--- config.mk ---
export PLATFORM = sky130hd
export DESIGN_NAME = tx_frame_fetch
export DESIGN_NICKNAME = d
export VERILOG_FILES = /design/src/rtl/txf_pkg.sv /design/src/rtl/tx_ctrl_decode.sv /design/src/rtl/tx_gap_timer.sv /design/src/rtl/tx_status_byte.sv /design/src/rtl/tx_frame_fetch.sv
export SDC_FILE = /design/constraint.sdc
export NUM_CORES = 1
export LEC_CHECK = 0
export ABC_CLOCK_PERIOD_IN_PS = 4500
export CORE_ASPECT_RATIO = 1.25
export CORE_UTILIZATION = 48
export DETAILED_ROUTE_END_ITERATION = 8
export GPL_TIMING_DRIVEN = 0
export MAX_ROUTING_LAYER = met4
export PLACE_DENSITY = 0.76
export SYNTH_ARGS = -nofsm -noshare
export SYNTH_HDL_FRONTEND = slang
export SYNTH_SLANG_ARGS = --single-unit
--- constraint.sdc ---
create_clock -name clk -period 4.5 [get_ports clk]
set_clock_uncertainty 0.05 [all_clocks]
set_input_delay 0.675 -clock clk [delete_from_list [all_inputs] [get_ports clk]]
set_output_delay 0.675 -clock clk [all_outputs]
set_load 0.02 [all_outputs]
--- src/rtl/txf_pkg.sv ---
package txf_pkg;
  typedef enum logic [2:0] {
    ST_IDLE, ST_CTRL, ST_LOAD, ST_SEND, ST_STAT, ST_DONE
  } txf_state_e;

  // control byte bit positions (decoded by tx_ctrl_decode)
  localparam int CTL_OVR = 0;
  localparam int CTL_CRC = 1;
  localparam int CTL_PAD = 2;
  localparam int CTL_BIG = 3;

  localparam int STAT_BYTES = 7;
  localparam int CNT_W      = 16;
endpackage

--- src/rtl/tx_ctrl_decode.sv ---
module tx_ctrl_decode import txf_pkg::*; #(
  parameter int AW      = 13,
  parameter int MIN_LEN = 60,
  parameter int MAX_LEN = 1518
) (
  input  logic [3:0]    ctrl_bits,
  input  logic          g_pad,
  input  logic          g_crc,
  input  logic          g_big,
  input  logic [AW-1:0] data_len,
  output logic          eff_crc,
  output logic          too_long,
  output logic [AW-1:0] send_len
);
  logic ovr, eff_pad, eff_big;

  always_comb begin
    ovr      = ctrl_bits[CTL_OVR];
    eff_pad  = ovr ? ctrl_bits[CTL_PAD] : g_pad;
    eff_crc  = ovr ? ctrl_bits[CTL_CRC] : g_crc;
    eff_big  = ovr ? ctrl_bits[CTL_BIG] : g_big;
    too_long = (32'(data_len) > MAX_LEN) && !eff_big;
    if (too_long)
      send_len = '0;
    else if (eff_pad && (32'(data_len) < MIN_LEN))
      send_len = AW'(MIN_LEN);
    else
      send_len = data_len;
  end
endmodule

--- src/rtl/tx_gap_timer.sv ---
module tx_gap_timer #(
  parameter int GW = 8
) (
  input  logic          clk,
  input  logic          rst,
  input  logic          load,
  input  logic [GW-1:0] load_val,
  output logic          expired
);
  logic [GW-1:0] cnt_q;

  always_ff @(posedge clk) begin
    if (rst)
      cnt_q <= '0;
    else if (load)
      cnt_q <= load_val;
    else if (cnt_q != '0)
      cnt_q <= cnt_q - GW'(1);
  end

  assign expired = (cnt_q == '0);
endmodule

--- src/rtl/tx_status_byte.sv ---
module tx_status_byte import txf_pkg::*; #(
  parameter int AW = 13
) (
  input  logic [2:0]    sel,
  input  logic [AW-1:0] sent_len,
  input  logic          ok,
  input  logic          crc,
  output logic [7:0]    byte_o
);
  logic [CNT_W-1:0] cnt;

  always_comb begin
    cnt = CNT_W'(sent_len);
    case (sel)
      3'd0:    byte_o = cnt[7:0];
      3'd1:    byte_o = cnt[15:8];
      3'd2:    byte_o = {ok, 6'b0, crc};
      default: byte_o = 8'h00;
    endcase
  end
endmodule

--- src/rtl/tx_frame_fetch.sv ---
module tx_frame_fetch import txf_pkg::*; #(
  parameter int AW      = 13,
  parameter int GW      = 8,
  parameter int MIN_LEN = 60,
  parameter int MAX_LEN = 1518
) (
  input  logic          clk,
  input  logic          rst,
  input  logic          req_set,
  input  logic          done_clr,
  input  logic [AW-1:0] start_ptr,
  input  logic [AW-1:0] end_ptr,
  input  logic          cfg_pad_en,
  input  logic          cfg_crc_en,
  input  logic          cfg_huge_en,
  input  logic [GW-1:0] ipg_len,
  output logic          mem_rd_en,
  output logic [AW-1:0] mem_rd_addr,
  input  logic [7:0]    mem_rd_data,
  output logic          mem_wr_en,
  output logic [AW-1:0] mem_wr_addr,
  output logic [7:0]    mem_wr_data,
  output logic [7:0]    out_data,
  output logic          out_valid,
  input  logic          out_ready,
  output logic          out_last,
  output logic          out_crc_en,
  output logic          req_busy,
  output logic          done_flag,
  output logic          abort_flag
);
  localparam logic [AW-1:0] ONE  = AW'(1);
  localparam logic [AW-1:0] TWO  = AW'(2);
  localparam logic [2:0]    WLST = 3'(STAT_BYTES - 1);

  txf_state_e    state_q;
  logic          busy_q, done_q, abort_q, ok_q, crc_q;
  logic [AW-1:0] start_q, end_q, idx_q, send_q, dlen;
  logic [2:0]    widx_q;
  logic          dec_crc, dec_abort, gap_zero;
  logic [AW-1:0] dec_len;
  logic [7:0]    stat_byte;

  assign dlen = end_q - start_q;

  tx_ctrl_decode #(.AW(AW), .MIN_LEN(MIN_LEN), .MAX_LEN(MAX_LEN)) dec_i (
    .ctrl_bits(mem_rd_data[3:0]), .g_pad(cfg_pad_en), .g_crc(cfg_crc_en),
    .g_big(cfg_huge_en), .data_len(dlen), .eff_crc(dec_crc),
    .too_long(dec_abort), .send_len(dec_len)
  );

  tx_gap_timer #(.GW(GW)) gap_i (
    .clk(clk), .rst(rst), .load(state_q == ST_DONE), .load_val(ipg_len),
    .expired(gap_zero)
  );

  tx_status_byte #(.AW(AW)) stat_i (
    .sel(widx_q), .sent_len(send_q), .ok(ok_q), .crc(crc_q), .byte_o(stat_byte)
  );

  // read port toward a synchronous RAM: data returns one cycle later
  always_comb begin
    mem_rd_en   = 1'b0;
    mem_rd_addr = start_q;
    case (state_q)
      ST_IDLE: mem_rd_en = busy_q && gap_zero;
      ST_CTRL: begin
        mem_rd_en   = (dec_len != '0) && (dlen != '0);
        mem_rd_addr = start_q + ONE;
      end
      ST_SEND: begin
        mem_rd_en   = out_ready && !out_last && ((idx_q + ONE) < dlen);
        mem_rd_addr = start_q + idx_q + TWO;
      end
      default: ;
    endcase
  end

  always_ff @(posedge clk) begin
    if (rst) begin
      state_q    <= ST_IDLE;
      busy_q     <= 1'b0;
      done_q     <= 1'b0;
      abort_q    <= 1'b0;
      ok_q       <= 1'b0;
      crc_q      <= 1'b0;
      start_q    <= '0;
      end_q      <= '0;
      idx_q      <= '0;
      send_q     <= '0;
      widx_q     <= '0;
      mem_wr_en  <= 1'b0;
      mem_wr_addr<= '0;
      mem_wr_data<= '0;
      out_data   <= '0;
      out_valid  <= 1'b0;
      out_last   <= 1'b0;
      out_crc_en <= 1'b0;
    end else begin
      mem_wr_en <= 1'b0;
      if (done_clr) done_q <= 1'b0;
      if (req_set && !busy_q) begin
        busy_q  <= 1'b1;
        start_q <= start_ptr;
        end_q   <= end_ptr;
      end
      case (state_q)
        ST_IDLE: if (busy_q && gap_zero) state_q <= ST_CTRL;
        ST_CTRL: begin
          crc_q   <= dec_crc;
          send_q  <= dec_len;
          ok_q    <= !dec_abort;
          idx_q   <= '0;
          widx_q  <= '0;
          state_q <= (dec_len == '0) ? ST_STAT : ST_LOAD;
        end
        ST_LOAD: begin
          out_valid  <= 1'b1;
          out_data   <= (idx_q < dlen) ? mem_rd_data : 8'h00;
          out_last   <= (idx_q == send_q - ONE);
          out_crc_en <= crc_q;
          state_q    <= ST_SEND;
        end
        ST_SEND: if (out_ready) begin
          out_valid <= 1'b0;
          out_last  <= 1'b0;
          if (out_last) state_q <= ST_STAT;
          else begin
            idx_q   <= idx_q + ONE;
            state_q <= ST_LOAD;
          end
        end
        ST_STAT: begin
          mem_wr_en   <= 1'b1;
          mem_wr_addr <= end_q + ONE + AW'(widx_q);
          mem_wr_data <= stat_byte;
          widx_q      <= widx_q + 3'd1;
          if (widx_q == WLST) state_q <= ST_DONE;
        end
        ST_DONE: begin
          busy_q     <= 1'b0;
          done_q     <= 1'b1;
          abort_q    <= !ok_q;
          out_crc_en <= 1'b0;
          state_q    <= ST_IDLE;
        end
        default: state_q <= ST_IDLE;
      endcase
    end
  end

  assign req_busy   = busy_q;
  assign done_flag  = done_q;
  assign abort_flag = abort_q;

  AST_HOLD_STABLE: assert property (@(posedge clk) disable iff (rst)
    (out_valid && !out_ready) |=> (out_valid && $stable(out_data) && $stable(out_last)));
  AST_NO_STREAM_IDLE: assert property (@(posedge clk) disable iff (rst)
    !req_busy |-> !out_valid);
  AST_DONE_DROPS_BUSY: assert property (@(posedge clk) disable iff (rst)
    $rose(done_flag) |-> (!req_busy && $past(req_busy)));
  AST_WR_WHILE_BUSY: assert property (@(posedge clk) disable iff (rst)
    mem_wr_en |-> (req_busy && !out_valid));
  AST_GAP_RESPECTED: assert property (@(posedge clk) disable iff (rst)
    out_valid |-> gap_zero);
endmodule

# After elaboration in Yosys (flattened, before gate mapping)
# Index checks and enable logic that the tools add are counted.
[word_totals] output_inout_bits=50 reg_bits=104 wordCells=103 in_bits=50
[op_classes] n_mux=28 n_addsub=10 n_reduce_logical=29 eq_ne=13 n_lt_le_gt_ge=4
[op_table] op="$mux W13" n=4
[op_table] op="$pmux W13 S2" n=2
[op_table] op="$add A13 B1 Y13 const B" n=3
[op_table] op="$lt A13 B13 Y1" n=2
[op_table] op="$reduce_bool A13 Y1" n=2
[op_table] op="$mux W8" n=3
[op_table] op="$pmux W8 S3" n=1
[op_table] op="$mux W3" n=5
[op_table] op="$pmux W3 S5" n=1
[op_table] op="$add A13 B13 Y13" n=1
[op_table] op="$add A13 B2 Y13 const B" n=1
[op_table] op="$add A13 B3 Y13" n=1
[op_table] op="$eq A13 B13 Y1" n=1
[op_table] op="$gt A13 B11 Y1 const B" n=1
[op_table] op="$logic_not A13 Y1" n=1
[op_table] op="$lt A13 B6 Y1 const B" n=1
[op_table] op="$sub A13 B1 Y13 const B" n=1
[op_table] op="$sub A13 B13 Y13" n=1
[op_table] op="$reduce_bool A2 Y1" n=6
[op_table] op="$eq A3 B2 Y1 const B" n=3
[op_table] op="$eq A3 B3 Y1 const B" n=3
[op_table] op="$logic_not A8 Y1" n=1
[op_table] op="$ne A2 B2 Y1 const B" n=4
[op_table] op="$reduce_bool A8 Y1" n=1
[op_table] op="13 further kinds" n=34

# Longest topological paths before layout
# Gate-level depths: netlist (run 1).
[logic_depth] depth_word=8 mapped_depth=18 mapped_depth_nobuf=18

# Hierarchy
# A second synthesis (run 1) with hierarchy kept.
[hier_totals] hier_cells=969 hier_area_um2=7538.5
[by_module_without_submodules] mod="tx_frame_fetch" seq_area_each_um2=1921.8 n_inst=1 cells_per_inst=864 area_per_inst_um2=6620.1
[by_module_without_submodules] mod="tx_gap_timer" seq_area_each_um2=160.2 n_inst=1 cells_per_inst=53 area_per_inst_um2=475.5
[by_module_without_submodules] mod="tx_ctrl_decode" seq_area_each_um2=0.0 n_inst=1 cells_per_inst=33 area_per_inst_um2=270.3
[by_module_without_submodules] mod="tx_status_byte" seq_area_each_um2=0.0 n_inst=1 cells_per_inst=19 area_per_inst_um2=172.7

# Worst setup path before layout (run 1)
# Ideal clock, no wire load.
[synth_path] path_kind="reg-to-output" startpoint="register start_q[0]" endpoint="output port mem_rd_en" arrival_ns=3.648 path_buffers=0 stages_incl_launch_ff=16 path_slack_ns=0.127 path_cell_list="dfxtp_1 ha_1 fa_1 and2b_1 o21a_1 nor2_1 xnor2_1 inv_1 ha_1 a21o_1 a2111oi_0 a21oi_1 maj3_1 a211oi_1 o21ai_0 o311ai_1"
[synth_via] elab_chain_len=8 elab_cells_between_ends=13 cone_classes="add/sub (1); order compare (3); mux (3); reduce/logical (6)"
[synth_rtl] element="start: declaration" line="tx_frame_fetch.sv:38" source="logic [AW-1:0] start_q, end_q, idx_q, send_q, dlen;"
[synth_rtl] element="start signal: assignment" line="tx_frame_fetch.sv:104" source="start_q <= start_ptr;"
[synth_rtl] element="$sub A13 B13 Y13 *" line="tx_frame_fetch.sv:44" source="assign dlen = end_q - start_q;"
[synth_rtl] element="$lt A13 B6 Y1" line="tx_ctrl_decode.sv:25" source="else if (eff_pad && (32'(data_len) < MIN_LEN))"
[synth_rtl] element="$logic_and A1 B1 Y1" line="tx_ctrl_decode.sv:25"
[synth_rtl] element="$mux W13" line="tx_ctrl_decode.sv:25"
[synth_rtl] element="$mux W13" line="tx_ctrl_decode.sv:23" source="if (too_long)"
[synth_rtl] element="$reduce_bool A13 Y1" line="tx_frame_fetch.sv:68" source="mem_rd_en = (dec_len != '0) && (dlen != '0);"
[synth_rtl] element="$logic_and A1 B1 Y1" line="tx_frame_fetch.sv:68"
[synth_rtl] element="$pmux W1 S3 *" line="tx_frame_fetch.sv:65" source="case (state_q)"
[synth_rtl] element="end: declaration" line="tx_frame_fetch.sv:17" source="output logic mem_rd_en,"
# Mark *: on every way between the ends. The rest lies on a longest branch, timed or not.

# Worst setup path in the final report (run 1)
[layout_path] startpoint="register start_q[2]" endpoint="output port mem_rd_en"
# The elaborated chain is that of the path after synthesis.

==> metrics.txt, run 1 <==
status=finished, violations left; failing checks=setup timing; initial antenna violation count=0; IO Port Bufs=98; Worst-path clk slew=0.08 ns; Non-Filler Instances=1258; GR Util All Layers=28.5%; Mapped Cells=953; Design Area, Final=0.00920 mm2; Crit Path Class=register to output port; P_leak=3.63 nW; DP HPWL=16500 um; number of diodes=0; CTS tree=yes; Avg WL per Cell=17.3 um; mean post-synth cell area=7.70 um2; Vert. Die Dim=140 um; share of layout cells above drive strength 1=8.83%; WHS Endpoint=out_data[4]; floorplan row count=50; peak supply drop=0.235 mV; WHS Path Cells=2; clk sink count=104; Fmax=0.212 GHz; power per cell area=324 mW/mm2; largest net degree at the start of global routing=20; CTS Hold Bufs=0; CTS max path bufs=2; initial core utilization=49.1%; Die W=113 um; critical path's slowest cell=dfxtp_4; CTS Buf Count=9; clock latency on the worst-skew pair=0.36 ns; Top Ports=100; setup TNS=-0.216 ns; crit start category=register; root buf cell=clkbuf_16; crit path DAT=3.99 ns; Max-Cap Viols=0; Worst EP required=3.77 ns; Tcrit/Tclk final=105%; iteration count of the initial detailed-routing pass=6; Rel. slew slack=23.7%; worst r2r dst=out_data[5]; synthesized area=0.00734 mm2; Worst path max stage delay=0.41 ns; first-pass GRT wire length=34700 um; Placed Area=0.00855 mm2; GRT Residual Overflow=0; CP cell instances=inv_2 > ha_2 > and2b_2 > o21a_1 > o21a_1 > or2_2 > ha_1 > o21ai_0 > o21bai_1 > o2111ai_1 > a21oi_1 > maj3_2 > a211oi_4 > o21ai_2 > o311ai_2 > buf_4; drt via density=5.98; most frequent cells in the layout=nand2_1, nor2_1, clkdlybuf4s50_1; minimum clock period=4.72 ns; H-tree Lvls=3; FILL cells=1346; Seq/Total Area, Yosys=28.4%; vias in the first global route=6914; Reg area=0.00211 mm2; starting DRC count in detailed routing=509; Synth Net Count=1070; CP endpoint kind=output port; Layout Utilization=61.5%; R2R cell count=16; vias=7518; most frequent CP cell=o21a_1; ys flop type=dfxtp_1; footprint of the multi-input gates=0.00513 mm2; DRC Markers=0; commonest non-fill, non-tap cell in the layout=nand2_1; reg-to-reg slack, setup=0.40 ns; Core ar.=0.0150 mm2; Final nets=1188; Syn. warnings=0; Synth Register Bits=104; Hold Fails Final Rpt=0; Post-synth EDFFs=0; Reg-to-Reg Start=start_q[6]; Placed Cells=1233; Final setup viols=1; routability cong.=0.986; async set or reset register ratio after synthesis=0%; number of library cell types mapped by synthesis=71; final slew viol count=0; P&R area growth vs syn=25.4%; ANT nets after route=0; HP Start=out_data[4]; Die Footprint=0.0158 mm2; Final WS setup=-0.216 ns; crit path max fanout=7; Hold WC Path Type=register to register; Slew @ Worst Pin=1.14 ns; RSZ-0062 raised after global routing=yes; final WL=21700 um
[state kept, by name, summed over array words and instances, names as in the netlist]
| name | count |
|---|---|
| abort_flag | 1 |
| crc_q | 1 |
| done_flag | 1 |
| end_q | 13 |
| gap_i.cnt_q | 8 |
| idx_q | 13 |
| mem_wr_addr | 13 |
| mem_wr_data | 8 |
| mem_wr_en | 1 |
| ok_q | 1 |
| out_crc_en | 1 |
| out_data | 8 |
| out_last | 1 |
| out_valid | 1 |
| req_busy | 1 |
| send_q | 13 |
| start_q | 13 |
| state_q | 3 |
| widx_q | 3 |
[stage by stage]
| step | total power [mW] | setup WS [ns] | hold WS [ns] |
|---|---|---|---|
| CTS | 2.95 | -0.196 | 0.396 |
| global placement | 1.96 | -1.06 | 0.381 |
| floorplan | 1.71 | 0.127 | 0.386 |
| finish | 2.98 | -0.216 | 0.393 |
| global route | 3.13 | -0.294 | 0.419 |
| detailed placement | 1.98 | -1.08 | 0.386 |
[cell families after synthesis]
family | after synthesis | synth area share [%]
adders and majority gates | 69 | 12.0
muxes | 10 | 1.38
buffers and inverters | 89 | 4.57
xor gates and xnor gates | 60 | 7.16
AOI/OAI and AO/OA | 270 | 23.9
DFF | 104 | 28.4
and+or+nand+nor | 351 | 22.6
[synth_stat cells, drive strengths merged (3+ instances only)]
library cell | number | area share, %
a2111oi | 5 | 0.68
a211o | 3 | 0.36
a211oi | 26 | 2.7
a21o | 11 | 1.1
a21oi | 79 | 5.4
a22o | 6 | 0.72
a22oi | 22 | 2.3
a311oi | 6 | 0.72
a31o | 3 | 0.36
a31oi | 10 | 0.85
a32oi | 3 | 0.36
and2 | 4 | 0.34
and3 | 16 | 1.4
and4 | 3 | 0.36
buf | 7 | 0.38
clkbuf | 42 | 2.1
dfxtp | 104 | 28
fa | 3 | 0.82
ha | 64 | 11
inv | 40 | 2.0
mux2i | 9 | 1.2
nand2 | 103 | 5.3
nand2b | 11 | 0.94
nand3 | 20 | 1.4
nand4 | 9 | 0.77
nor2 | 105 | 5.4
nor2b | 6 | 0.51
nor3 | 37 | 2.7
nor4 | 8 | 0.68
o211ai | 7 | 0.72
o21a | 11 | 1.1
o21ai | 53 | 3.7
o21bai | 3 | 0.31
o31ai | 3 | 0.31
or2 | 8 | 0.68
or3 | 6 | 0.51
or4 | 5 | 0.51
xnor2 | 37 | 4.4
xor2 | 23 | 2.7
[metal layers]
metal | global-route usage (%) | routed length [um] | vias to the layer above
met5 | - | 0 | -
met4 | 14.9 | 955 | 0
met3 | 3.07 | 1320 | 65
met2 | 47.3 | 10600 | 288
met1 | 34.1 | 8890 | 3483
li1 | - | - | 3682
[repair_timing]
| action | in CTS | in global routing |
|---|---|---|
| endpoints found under the setup margin | 5 | 3 |
| hold endpoints to repair | 0 | 0 |
| setup buffers | 7 | 3 |
| resized for setup | 50 | 30 |
| pin swaps | 11 | 10 |
[report_power, final]
part           total (mW)  internal, mW  switching (mW)
Clock               0.907         0.518           0.389
Combinational        1.02         0.440           0.584
Sequential           1.05         0.980          0.0685
Total                2.98          1.94            1.04
[area by class of cell]
| cell class | count | area share [%] |
|---|---|---|
| timing repair buffer | 108 | 11.4 |
| inverter | 40 | 1.63 |
| clock inverter | 6 | 1.17 |
| sequential | 104 | 22.9 |
| buffer | 48 | 1.97 |
| tap | 182 | 2.47 |
| multi-input combinational | 760 | 55.8 |
| clock buffer | 10 | 2.60 |
[how the worst max path moves through the flow]
stage / cells after the start / from / end
after floorplan: 15 / start_q[0] / mem_rd_en
after global placement: 16 / start_q[0] / mem_rd_en
after detailed placement: 16 / start_q[0] / mem_rd_en
after CTS: 15 / start_q[2] / mem_rd_en
after global routing: 17 / end_q[0] / mem_rd_en
final: 16 / start_q[2] / mem_rd_en
[critical path, delay by kind of cell, from the launching register on]
kind	cells	cell delay, ns
AO/OA/AOI/OAI	9	1.35
buffers and inverters	2	0.29
AND/OR/NAND/NOR	2	0.60
flip-flops	1	0.41
adder cells (fa/ha/maj)	3	0.98
(Power assumes the default switching activity.)
==> inputs of run 2 (changes only) <==
- SKIP_CTS_REPAIR_TIMING: default -> 1
==> run 2 against run 1 <==
Effect of this change: the run still ends with setup timing left; clock power grew 0.4%; global-route usage shrank 0.48 points; setup slack lost 0.10 ns; final cell count grew 0.32%; critical path type unchanged; largest power group unchanged.
==> metrics.txt, run 2 (synthesized netlist as in run 1, its figures left out) <==
Max-Cap Viols=0; Reg power frac=35.0%; DRC Markers=0; Worst-path clk slew=0.08 ns; final WL=21800 um; Clock power frac=30.5%; Final nets=1192; Core ar.=0.0150 mm2; Design Area, Final=0.00922 mm2; Hold Fails Final Rpt=0; H-tree Lvls=3; Power Total=2.99 mW; setup TNS=-0.321 ns; Crit Path Class=register to output port; vias in the first global route=6795; share of layout cells above drive strength 1=8.70%; number of diodes=0; Non-Filler Instances=1262; status=finished, violations left; power per cell area=324 mW/mm2; routability cong.=0.986; Final WS setup=-0.321 ns; P_leak=3.66 nW; IO Port Bufs=98; Sw Ratio=35.1%; Tcrit/Tclk final=107%; grt peak-use layer=met2; Fmax=0.207 GHz; CTS Buf Count=9; final slew viol count=0; FILL cells=1336; peak supply drop=0.236 mV; ANT nets after route=0; WHS Path Cells=2; minimum clock period=4.82 ns; CTS max path bufs=2; floorplan row count=50; sw power=1.05 mW; commonest non-fill, non-tap cell in the layout=nand2_1; Die Footprint=0.0158 mm2; Final setup viols=1; Vert. Die Dim=140 um; crit path max fanout=7; initial core utilization=49.1%; cell-internal power=1.94 mW; failing checks=setup timing; clock latency on the worst-skew pair=0.37 ns; root buf cell=clkbuf_16; Placed Area=0.00855 mm2; GR Layer Usage met2=46.5%; combinational share of power=34.5%; largest net degree at the start of global routing=20; CP cell instances=inv_2 > ha_2 > and2b_2 > buf_4 > o21a_1 > o21a_1 > or2_4 > ha_1 > o21ai_0 > o21bai_1 > o2111ai_1 > a21oi_2 > maj3_2 > a211oi_4 > buf_4 > a32oi_2 > o311ai_2 > buf_4; R2R cell count=16; CP endpoint kind=output port; RSZ-0062 raised after global routing=yes; GRT Residual Overflow=0; most frequent cells in the layout=nand2_1, nor2_1, dfxtp_1; Hold WC Path Type=register to register; GR Layer Usage met1=33.6%; clk sink count=104; drt via density=6.00; P&R area growth vs syn=25.7%; first-pass GRT wire length=34100 um; Die W=113 um; Setup WS pre-CTS=-1.08 ns; iteration count of the initial detailed-routing pass=6; critical path's slowest cell=dfxtp_4; DP HPWL=16500 um; Slew @ Worst Pin=1.08 ns; starting DRC count in detailed routing=536; GRT met3 Usage=3.07%; Worst EP required=3.77 ns; Rel. slew slack=27.7%; Layout Utilization=61.7%; CTS tree=yes; Worst path max stage delay=0.40 ns; most frequent CP cell=buf_4; vias=7566; Top Ports=100; Avg WL per Cell=17.2 um; Placed Cells=1233; crit path DAT=4.10 ns; WHS=0.393 ns; GR Util All Layers=28.1%; initial antenna violation count=0; crit start category=register
[run 2: changes by cell type in the layout (fill, tap and decap cells not counted), sizes merged]
cell / before / now
dlygate4sd2: 1 / 0
buf: 18 / 22
dlymetal6s2s: 1 / 2
[run 2: cell type report]
type / count / area, um2 / share of cell area [%]
multi-input combinational: 760 / 5120 / 55.6
sequential: 104 / 2110 / 22.8
timing repair buffer: 112 / 1090 / 11.8
clock buffer: 10 / 239 / 2.59
tap: 182 / 228 / 2.47
buffer: 48 / 181 / 1.97
inverter: 40 / 150 / 1.63
clock inverter: 6 / 108 / 1.17
[run 2: final timing paths]
check / from / end / slack (ns)
worst max-delay path: start_q[2] / mem_rd_en / -0.32
worst min-delay path: out_data[4] / out_data[4] / 0.39
worst max register to register: start_q[6] / out_data[5] / 0.35
worst min register to register: out_data[4] / out_data[4] / 0.39
[run 2: power by group through the flow]
stage               Sequential, mW  Combinational (mW)  Clock, mW
floorplan                     1.05               0.658          0
global placement              1.07               0.894          0
detailed placement            1.07               0.912          0
CTS                           1.05               0.918      0.918
global route                  1.06                1.12      0.958
finish                        1.05                1.03      0.911
[run 2: worst max-delay path, delay by kind of cell (launching register included)]
| family | cells | cell delay [ns] |
|---|---|---|
| AO/OA/AOI/OAI | 9 | 1.26 |
| adder cells (fa/ha/maj) | 3 | 0.97 |
| buffers and inverters | 4 | 0.57 |
| AND/OR/NAND/NOR | 2 | 0.53 |
| flip-flops | 1 | 0.40 |
[run 2: layer usage]
layer | wire [um] | up-vias
met5 | 0 | -
met4 | 886 | 0
met3 | 1220 | 72
met2 | 10600 | 307
met1 | 9060 | 3492
li1 | - | 3695
